==> src/rtl/sidscr_pkg.sv <==
package sidscr_pkg;

  typedef enum logic {
    SEG_WIDE   = 1'b0,
    SEG_NARROW = 1'b1
  } seg_mode_e;

  function automatic int ceil_div(input int num, input int den);
    return (num + den - 1) / den;
  endfunction

endpackage

==> src/rtl/sidscr_mul.sv <==
// Shift-and-add multiplier: STEP multiplier bits are consumed per cycle.
module sidscr_mul #(
  parameter int AW   = 36,
  parameter int BW   = 28,
  parameter int STEP = 4
) (
  input  logic               clk,
  input  logic               rst,
  input  logic               start,
  input  logic [AW-1:0]      a,
  input  logic [BW-1:0]      b,
  output logic               busy,
  output logic               prod_valid,
  output logic [AW+BW-1:0]   prod
);
  localparam int PW    = AW + BW;
  localparam int STEPS = sidscr_pkg::ceil_div(BW, STEP);
  localparam int CW    = $clog2(STEPS + 1);

  logic [PW-1:0] acc;
  logic [PW-1:0] mcand;
  logic [BW-1:0] mplier;
  logic [CW-1:0] cnt;
  logic [PW-1:0] term [STEP];
  logic [PW-1:0] pp;

  // One shifted copy of the multiplicand per digit bit.
  for (genvar g = 0; g < STEP; g++) begin : g_term
    assign term[g] = mplier[g] ? (mcand << g) : '0;
  end

  always_comb begin
    pp = '0;
    for (int j = 0; j < STEP; j++) begin
      pp = pp + term[j];
    end
  end

  always_ff @(posedge clk) begin
    if (rst) begin
      busy       <= 1'b0;
      prod_valid <= 1'b0;
      acc        <= '0;
      mcand      <= '0;
      mplier     <= '0;
      cnt        <= '0;
    end else begin
      prod_valid <= 1'b0;
      if (start && !busy) begin
        acc    <= '0;
        mcand  <= PW'(a);
        mplier <= b;
        cnt    <= '0;
        busy   <= 1'b1;
      end else if (busy) begin
        acc    <= acc + pp;
        mcand  <= mcand << STEP;
        mplier <= mplier >> STEP;
        cnt    <= cnt + 1'b1;
        if (cnt == CW'(STEPS - 1)) begin
          busy       <= 1'b0;
          prod_valid <= 1'b1;
        end
      end
    end
  end

  assign prod = acc;

endmodule

==> src/rtl/sidscr_fold_lane.sv <==
// Residue modulo 2^N-1: end-around add of the halves, then a +1 carry fix.
module sidscr_fold_lane #(
  parameter int PW = 64,
  parameter int N  = 36
) (
  input  logic [PW-1:0] prod,
  output logic [N-1:0]  res
);
  localparam int HW = PW - N;
  localparam int XW = ((HW > N) ? HW : N) + 1;

  logic [XW-1:0] x;
  logic [XW-1:0] corr;

  assign x    = XW'(prod[N-1:0]) + XW'(prod[PW-1:N]);
  assign corr = (x + XW'(1)) >> N;
  assign res  = N'(x + corr);

endmodule

==> src/rtl/sidscr_top.sv <==
module sidscr_top
  import sidscr_pkg::*;
#(
  parameter int             WN         = 36,
  parameter int             NN         = 24,
  parameter int             MULW       = 28,
  parameter int             STEP       = 4,
  parameter logic [MULW-1:0] MUL_WIDE   = MULW'(200730139),
  parameter logic [MULW-1:0] MUL_NARROW = MULW'(12538073)
) (
  input  logic          clk,
  input  logic          rst,
  input  logic          in_valid,
  input  logic          in_mode,
  input  logic [WN-1:0] in_proto,
  output logic          busy,
  output logic          done,
  output logic          err,
  output logic [WN-1:0] result
);
  localparam int PW  = WN + MULW;
  localparam int LAT = ceil_div(MULW, STEP) + 1;

  seg_mode_e       mode_in;
  seg_mode_e       mode_q;
  logic            accept;
  logic            rsv_in;
  logic            rsv_q;
  logic [WN-1:0]   op_a;
  logic [MULW-1:0] op_b;
  logic            mul_busy;
  logic            prod_valid;
  logic [PW-1:0]   prod;
  logic [WN-1:0]   lane_res [2];

  assign mode_in = seg_mode_e'(in_mode);
  assign accept  = in_valid && !busy;

  always_comb begin
    if (mode_in == SEG_NARROW) begin
      op_a   = WN'(in_proto[NN-1:0]);
      op_b   = MUL_NARROW;
      rsv_in = &in_proto[NN-1:0];
    end else begin
      op_a   = in_proto;
      op_b   = MUL_WIDE;
      rsv_in = &in_proto;
    end
  end

  always_ff @(posedge clk) begin
    if (rst) begin
      mode_q <= SEG_WIDE;
      rsv_q  <= 1'b0;
    end else if (accept) begin
      mode_q <= mode_in;
      rsv_q  <= rsv_in;
    end
  end

  sidscr_mul #(
    .AW   (WN),
    .BW   (MULW),
    .STEP (STEP)
  ) u_mul (
    .clk        (clk),
    .rst        (rst),
    .start      (accept),
    .a          (op_a),
    .b          (op_b),
    .busy       (mul_busy),
    .prod_valid (prod_valid),
    .prod       (prod)
  );

  // Lane 0 reduces modulo 2^WN-1, lane 1 modulo 2^NN-1.
  for (genvar l = 0; l < 2; l++) begin : g_lane
    localparam int LN = (l == 0) ? WN : NN;
    logic [LN-1:0] lane_r;
    sidscr_fold_lane #(
      .PW (PW),
      .N  (LN)
    ) u_fold (
      .prod (prod),
      .res  (lane_r)
    );
    assign lane_res[l] = WN'(lane_r);
  end

  always_ff @(posedge clk) begin
    if (rst) begin
      done   <= 1'b0;
      err    <= 1'b0;
      result <= '0;
    end else begin
      done <= prod_valid;
      err  <= prod_valid && rsv_q;
      if (prod_valid) begin
        result <= rsv_q ? '0 : lane_res[mode_q == SEG_NARROW];
      end
    end
  end

  assign busy = mul_busy || prod_valid;

endmodule

==> config.mk <==
export PLATFORM = sky130hd
export DESIGN_NAME = sidscr_top
export DESIGN_NICKNAME = d
export VERILOG_FILES = /design/src/rtl/sidscr_pkg.sv /design/src/rtl/sidscr_mul.sv /design/src/rtl/sidscr_fold_lane.sv /design/src/rtl/sidscr_top.sv
export SDC_FILE = /design/constraint.sdc
export NUM_CORES = 1
export LEC_CHECK = 0
export ABC_AREA = 1
export CAP_MARGIN = 0
export CORE_MARGIN = 2
export CORE_UTILIZATION = 45
export CTS_BUF_LIST = sky130_fd_sc_hd__clkbuf_8
export CTS_CLUSTER_DIAMETER = 60
export DETAILED_ROUTE_END_ITERATION = 8
export GPL_TIMING_DRIVEN = 0
export PLACE_DENSITY = 0.6
export SYNTH_ARGS = -nofsm -noshare
export SYNTH_HDL_FRONTEND = slang
export SYNTH_SLANG_ARGS = --single-unit
==> constraint.sdc <==
create_clock -name clk -period 5.1 [get_ports clk]
set_input_delay 0.765 -clock clk [delete_from_list [all_inputs] [get_ports clk]]
set_output_delay 0.765 -clock clk [all_outputs]
set_load 0.005 [all_outputs]
==> metrics.md, run 1 <==
| Metric | Value |
|---|---|
| Fmax | `roughly 200 MHz` |
| Worst flop-to-flop path endpoint | `result[34]` |
| Worst Skew | `0.0367 ns` |
| Row count | `85` |
| Worst-margin pin slew | `1.18 ns` |
| Met1 Wirelength | `40300 um` |
| Drt initial violations | `about 2100` |
| Setup TNS | `0 ns` |
| Seq/Total Area, Yosys | `0.155` |
| Startpoint Class | `register` |
| Critical Path Source | `u_mul.prod[0]` |
| Final setup margin | `0.0825 ns` |
| Vias/cell | `5.41` |
| Initial core utilization | `0.457` |
| Most common library cells after synthesis | `nand2_1 (1173), inv_1 (661), nor2_1 (359)` |
| Io pins | `79` |
| Worst reg-to-reg path cell count | `36` |
| Critical path class | `register to register` |
| Post-route DRC | `0` |
| Die Y | `238 um` |
| Synth Flop Type | `dfxtp_1` |
| First-pass GRT wire length | `~140000 um` |
| Final Core Density | `0.519` |
| Global Route Usage Sum | `0.336` |
| GR Overflow Total | `0` |
| Net count, final | `4455` |
| Top cells by area, synth | `nand2_1 (18%), dfxtp_1 (15%), fa_1 (15%), inv_1 (10%), ha_1 (6.9%)` |
| Fin. Hold Viols | `0` |
| Static Leak | `between 10 and 15 nW` |
| Post-synthesis cell type with the largest combined area | `nand2_1` |
| Clk_lat worst skew | `between 0.6 and 0.7 ns` |
| Die W | `238 um` |
| Normalized max-slew margin | `0.212` |
| Max-Cap Viols | `0` |
| GP Congestion | `slightly above 1` |
| Seq cells post-synth | `191` |
| Status | `finished clean` |
| Critical R2R Launch | `u_mul.prod[0]` |
| Worst Setup End Kind | `register` |
| Clock tree sinks | `191` |
| Slowest cell on the critical path | `dfxtp_4` |
| Fin. max-slew vios | `0` |
| Hold Path Class | `register to register` |
| CP required | `5.58 ns` |
| CTS tree | `done` |
| HP Start | `result[19]` |
| EDFF count, synth | `0` |
| Syn. warnings | `0` |
| Fillers | `about 5700` |
| Mapped Cells | `3961` |
| H-tree Lvls | `4` |
| Port-buffer cells | `77` |
| # setup viols final | `0` |
| DRT Wirelength | `95200 um` |
| Worst EP arrival | `5.49 ns` |
| CP Max Fanout | `4` |
| Largest net degree at the start of global routing | `21` |
| Clock Pin Slew Worst Setup and Hold Paths | `0.13 ns` |
| Min cycle time layout | `5.02 ns` |
| Tot Pwr | `between 4 and 5 mW` |
| DRT antenna net count | `0` |
| Flop-to-flop setup slack | `0.08 ns` |
| Yosys cell types | `56` |
| Uppermost layer routed | `met4` |
| Share of layout cells above drive strength 1 | `0.0991` |
| Area Growth Syn to Fin | `13.5%` |
| Mapped Avg Cell Area | `6.23 um^2` |
| Syn Std Cell Area | `0.0247 mm^2` |
| Vias in the first global route | `24800` |
| Hold Path Stages | `2` |
| Most common cell in the netlist | `nand2_1` |
| End of the critical path | `result[34]` |
| Maximum vdd ir drop | `0.228 mV` |
| Clk root buf | `clkbuf_8` |
| Post-synth top area share | `0.178` |
| Syn nets | `4324` |
| Synth async-reset ratio | `0` |
| Metal2 WL | `roughly 43000 um` |
| Cts bufs inserted | `17` |
| 1st-pass router iterations | `5` |
| Die area | `0.0568 mm^2` |
| Slowest stage delay, CP | `0.42 ns` |
| Bufs on Longest Clock Path | `2` |
| Tcrit/Tclk final | `0.984` |
| Placed wire-length estimate | `79700 um` |
| Initial antenna violation count | `2` |
| RSZ-0062 raised after global routing | `yes` |
| Wire length per cell | `about 20 um` |
| Dpl ws | `-1.05 ns` |
| Core Region | `0.0540 mm^2` |
| Total number of vias | `between 20000 and 30000` |
| Met3 WL | `6140 um` |
| Power per cell area | `149 mW/mm^2` |
cells in the final DEF (no fill, tap or decap), types with 17 or more instances in the layout:
cell type / instances
o21ai_0: 170
nor2_2: 35
nand2_1: 1160
xor2_1: 60
buf_4: 41
dfxtp_1: 124
nand3_2: 22
a21oi_1: 276
clkdlybuf4s50_1: 77
o211ai_1: 17
a31oi_1: 32
nand2_2: 40
ha_2: 25
fa_1: 185
o21ai_1: 28
inv_1: 657
nor2_1: 343
clkbuf_1: 68
nor3_1: 37
dfxtp_2: 33
inv_2: 21
nand4_1: 69
nand3_1: 188
ha_1: 98
dfxtp_4: 34
clkbuf_8: 19
worst max-delay path, delay by kind of cell (launching register included):
family / cells / cell delay [ns]
simple gates: 26 / 3.16
fa+ha+maj: 4 / 0.82
flops: 1 / 0.42
buf+inv: 5 / 0.40
compound gates: 1 / 0.05
report_power, final:
part           internal [mW]  switching, mW  leakage (nW)
combinational          0.437          0.886          11.8
sequential              1.55          0.176          1.59
clock                  0.420          0.716         0.214
layout make-up:
cell class              instances  area (um^2)  area share
clock buffers                  17          234     0.00835
inverters                     682         2560      0.0915
multi-input cells            2992        18700       0.667
well taps                     696          871      0.0311
diodes                          4         10.0    0.000357
plain buffers                  92          412      0.0147
repair buffers                116         1060      0.0379
clock inverters                15          193     0.00688
flip-flops and latches        191         3990       0.142
what timing repair did:
action | in CTS | in global routing
gates cloned | 0 | 0
setup buffers | 13 | 26
setup endpoints to repair | 78 | 49
gates resized for setup | 147 | 175
hold buffers | 0 | 0
pin swaps | 10 | 28
per-stage QoR:
step	hold WS, ns	instances	cell area (um^2)
finish	0.470	4805	28000
global route	0.493	4802	28000
CTS	0.473	4775	27200
detailed placement	0.455	4734	26300
global placement	0.449	4734	26300
floorplan	0.424	3961	24700
kinds of logic (layout without fill, tap and decap cells):
| group | after synthesis | count (layout) | synth area share |
|---|---|---|---|
| other | 0 | 4 | 0 |
| AO/OA/AOI/OAI | 617 | 617 | 0.138 |
| buffers and inverters | 778 | 922 | 0.118 |
| adder cells (fa/ha/maj) | 323 | 323 | 0.220 |
| XOR/XNOR | 91 | 91 | 0.0341 |
| flip-flops | 191 | 191 | 0.155 |
| AND/OR/NAND/NOR | 1961 | 1961 | 0.334 |
how the worst min path moves through the flow:
| stage | to | slack [ns] |
|---|---|---|
| after floorplan | err | 0.42 |
| after global placement | u_mul.mcand[63] | 0.45 |
| after detailed placement | result[19] | 0.45 |
| after CTS | result[19] | 0.47 |
| after global routing | result[19] | 0.49 |
| final | result[19] | 0.47 |
metal layers:
layer / global-route usage / vias to the layer above
met5: 0 / -
met4: 0.195 / 0
met3: 0.0525 / 224
met2: 0.542 / 949
met1: 0.427 / 12000
li1: - / 12800
registers in the layout (all words and copies together), names as in the netlist:
name              cells
rsv_q                 1
u_mul.prod_valid      1
u_mul.mplier         18
err                   1
u_mul.prod           64
mode_q                1
u_mul.cnt             3
u_mul.mcand          64
done                  1
result               36
u_mul.busy            1
(Power assumes the default switching activity.)
==> run 2, diff against run 1 <==
--- a/config.mk
+++ b/config.mk
@@ -12,7 +12,7 @@
 export CTS_BUF_LIST = sky130_fd_sc_hd__clkbuf_8
 export CTS_CLUSTER_DIAMETER = 60
 export DETAILED_ROUTE_END_ITERATION = 8
-export GPL_TIMING_DRIVEN = 0
+export GPL_ROUTABILITY_DRIVEN = 0
 export PLACE_DENSITY = 0.6
 export SYNTH_ARGS = -nofsm -noshare
 export SYNTH_HDL_FRONTEND = slang
==> metrics.md, run 2 (synthesized netlist as in run 1, its figures left out) <==
| Metric | Value |
|---|---|
| Die area | `0.0568 mm^2 (unchanged)` |
| Net count, final | `4448 (was 4455)` |
| Drt initial violations | `1997 (was 2104)` |
| WP buf/inv | `3 (was 5)` |
| GR Overflow Total | `0 (unchanged)` |
| Initial core utilization | `0.457 (unchanged)` |
| Vias in the first global route | `24400 (was 24800)` |
| 1st-pass router iterations | `6 (was 5)` |
| Clk_lat worst skew | `0.62 ns (was 0.61 ns)` |
| CP required | `5.60 ns (was 5.58 ns)` |
| Slowest cell on the critical path | `fa_1 (was dfxtp_4)` |
| Tot Pwr | `4.25 mW (was 4.19 mW)` |
| Fin. max-slew vios | `0 (unchanged)` |
| Clk root buf | `clkbuf_8 (unchanged)` |
| Normalized max-slew margin | `0.274 (was 0.212)` |
| CP Max Fanout | `46 (was 4)` |
| Cts bufs inserted | `17 (unchanged)` |
| Startpoint Class | `register (unchanged)` |
| Core Region | `0.0540 mm^2 (unchanged)` |
| Hold Path Class | `register to register (unchanged)` |
| Wire length per cell | `18.0 um (was 19.8 um)` |
| CTS tree | `done (unchanged)` |
| Slowest stage delay, CP | `0.60 ns (was 0.42 ns)` |
| CP delay by family, top | `adder cells (was simple AND/OR/NAND/NOR gates)` |
| Final cell count without fillers | `4795 (was 4805)` |
| # hold bufs at CTS | `0 (unchanged)` |
| Worst Setup End Kind | `register (unchanged)` |
| Largest net degree at the start of global routing | `86 (was 21)` |
| Commonest non-fill, non-tap cell in the layout | `nand2_1 (unchanged)` |
| Power per cell area | `152 mW/mm^2 (was 149 mW/mm^2)` |
| Initial antenna violation count | `2 (unchanged)` |
| Fin. Hold Viols | `0 (unchanged)` |
| Setup TNS | `0 ns (unchanged)` |
| Worst-path cell chain | `buf_12 > nand2_1 > fa_1 > inv_1 > fa_1 > fa_1 > ha_2 > a21o_1 > a31oi_1 > o21ai_0 > a21oi_1 > nand3_1 > a21oi_1 > o21ai_0 > xor2_1 > o21ai_0 > inv_1` |
| Dpl ws | `0.0599 ns (was -1.05 ns)` |
| First-pass GRT wire length | `135000 um (was 144000 um)` |
| Worst EP arrival | `5.36 ns (was 5.49 ns)` |
| Port-buffer cells | `78 (was 77)` |
| RSZ-0062 raised after global routing | `yes (unchanged)` |
| Io pins | `79 (unchanged)` |
| DRT antenna net count | `0 (unchanged)` |
| Die Y | `238 um (unchanged)` |
| Placed Instances | `4750 (was 4734)` |
| Critical path class | `register to register (unchanged)` |
| Final setup margin | `0.243 ns (was 0.0825 ns)` |
| Tcrit/Tclk final | `0.952 (was 0.984)` |
| Fmax | `206 MHz (was 199 MHz)` |
| Min cycle time layout | `4.86 ns (was 5.02 ns)` |
| Vias/cell | `5.40 (was 5.41)` |
| Share of layout cells above drive strength 1 | `0.0961 (was 0.0991)` |
| Global Route Usage Sum | `0.305 (was 0.336)` |
| Maximum vdd ir drop | `0.204 mV (was 0.228 mV)` |
| DRT Wirelength | `86400 um (was 95200 um)` |
| Clock tree sinks | `191 (unchanged)` |
| Worst Skew | `0.0316 ns (was 0.0367 ns)` |
| H-tree Lvls | `4 (unchanged)` |
| Bufs on Longest Clock Path | `2 (unchanged)` |
| Clock Pin Slew Worst Setup and Hold Paths | `0.15 ns (was 0.13 ns)` |
| Row count | `85 (unchanged)` |
| Status | `finished clean (unchanged)` |
| Most frequent cells in the layout | `nand2_1 (1163), inv_1 (657), nor2_1 (348), a21oi_1 (278), nand3_1 (197) (was nand2_1 (1160), inv_1 (657), nor2_1 (343), a21oi_1 (276), nand3_1 (188))` |
| Die W | `238 um (unchanged)` |
| Max-Cap Viols | `0 (unchanged)` |
| Worst-margin pin slew | `1.09 ns (was 1.18 ns)` |
| Static Leak | `13.9 nW (was 13.6 nW)` |
| # setup viols final | `0 (unchanged)` |
| Total number of vias | `25900 (was 26000)` |
| Area Growth Syn to Fin | `13.0% (was 13.5%)` |
| Placed wire-length estimate | `71700 um (was 79700 um)` |
| Post-route DRC | `0 (unchanged)` |
run 2: cell count changes in the layout (fill, tap and decap cells not counted), moves of 8 or more:
cell      previous run  this run
clkbuf_1            68         0
ha_1                98       111
ha_4                13         4
o21ai_1             28        20
o21ai_0            170       180
buf_4               41       116
dfxtp_1            124       158
dfxtp_4             34         7
nand3_1            188       197
run 2: cell type report:
| cell class | count | area [um^2] |
|---|---|---|
| Fill cell | 5641 | 26100 |
| Clock buffer | 17 | 234 |
| Antenna cell | 1 | 2.50 |
| Inverter | 682 | 2560 |
| Clock inverter | 15 | 243 |
| Timing Repair Buffer | 201 | 1760 |
| Tap cell | 696 | 871 |
| Multi-Input combinational cell | 2992 | 18300 |
| Sequential cell | 191 | 3880 |
run 2: what timing repair did:
action | CTS | global route
resized for setup | 0 | 140
setup endpoints to repair | 0 | 39
setup buffers | 0 | 12
endpoints found under the hold margin | 0 | 0
run 2: worst register-to-register path, stage by stage (launching register included):
cell and delay, ns:
dfxtp_4 0.47, buf_12 0.24, nand2_1 0.15, fa_1 0.49, inv_1 0.06, fa_1 0.56, fa_1 0.61, ha_2 0.33
a21o_1 0.21, a31oi_1 0.22, o21ai_0 0.19, a21oi_1 0.16, nand3_1 0.18, a21oi_1 0.31, o21ai_0 0.19, xor2_1 0.17
o21ai_0 0.15, inv_1 0.05
run 2: metrics by stage:
step,hold slack (ns),area [um^2],utilization
floorplan,0.424,24700,-
global placement,0.446,26900,0.497
detailed placement,0.444,26900,0.497
CTS,0.466,27400,0.506
global route,0.487,27900,0.516
finish,0.468,27900,0.516
run 2: per-layer routing:
metal | routed length, um | global-route usage | vias to the layer above | part of all wire
met5 | 13 | 0 | - | 0.00015
met4 | 4650 | 0.154 | 2 | 0.054
met3 | 5250 | 0.0406 | 210 | 0.061
met2 | 38000 | 0.482 | 915 | 0.44
met1 | 38400 | 0.410 | 12000 | 0.45
li1 | - | - | 12800 | -
run 2: worst paths after layout:
kind	slack (ns)	cells past startpoint	to	start
hold reg to reg	0.47	2	err	rsv_q
setup / recovery	0.24	17	u_mul.prod[61]	u_mul.mplier[1]
hold / removal	0.47	2	err	rsv_q
setup reg to reg	0.24	17	u_mul.prod[61]	u_mul.mplier[1]
run 2: power breakdown:
group | switching [mW] | internal (mW)
Clock | 0.825 | 0.417
Sequential | 0.113 | 1.56
Combinational | 0.889 | 0.450
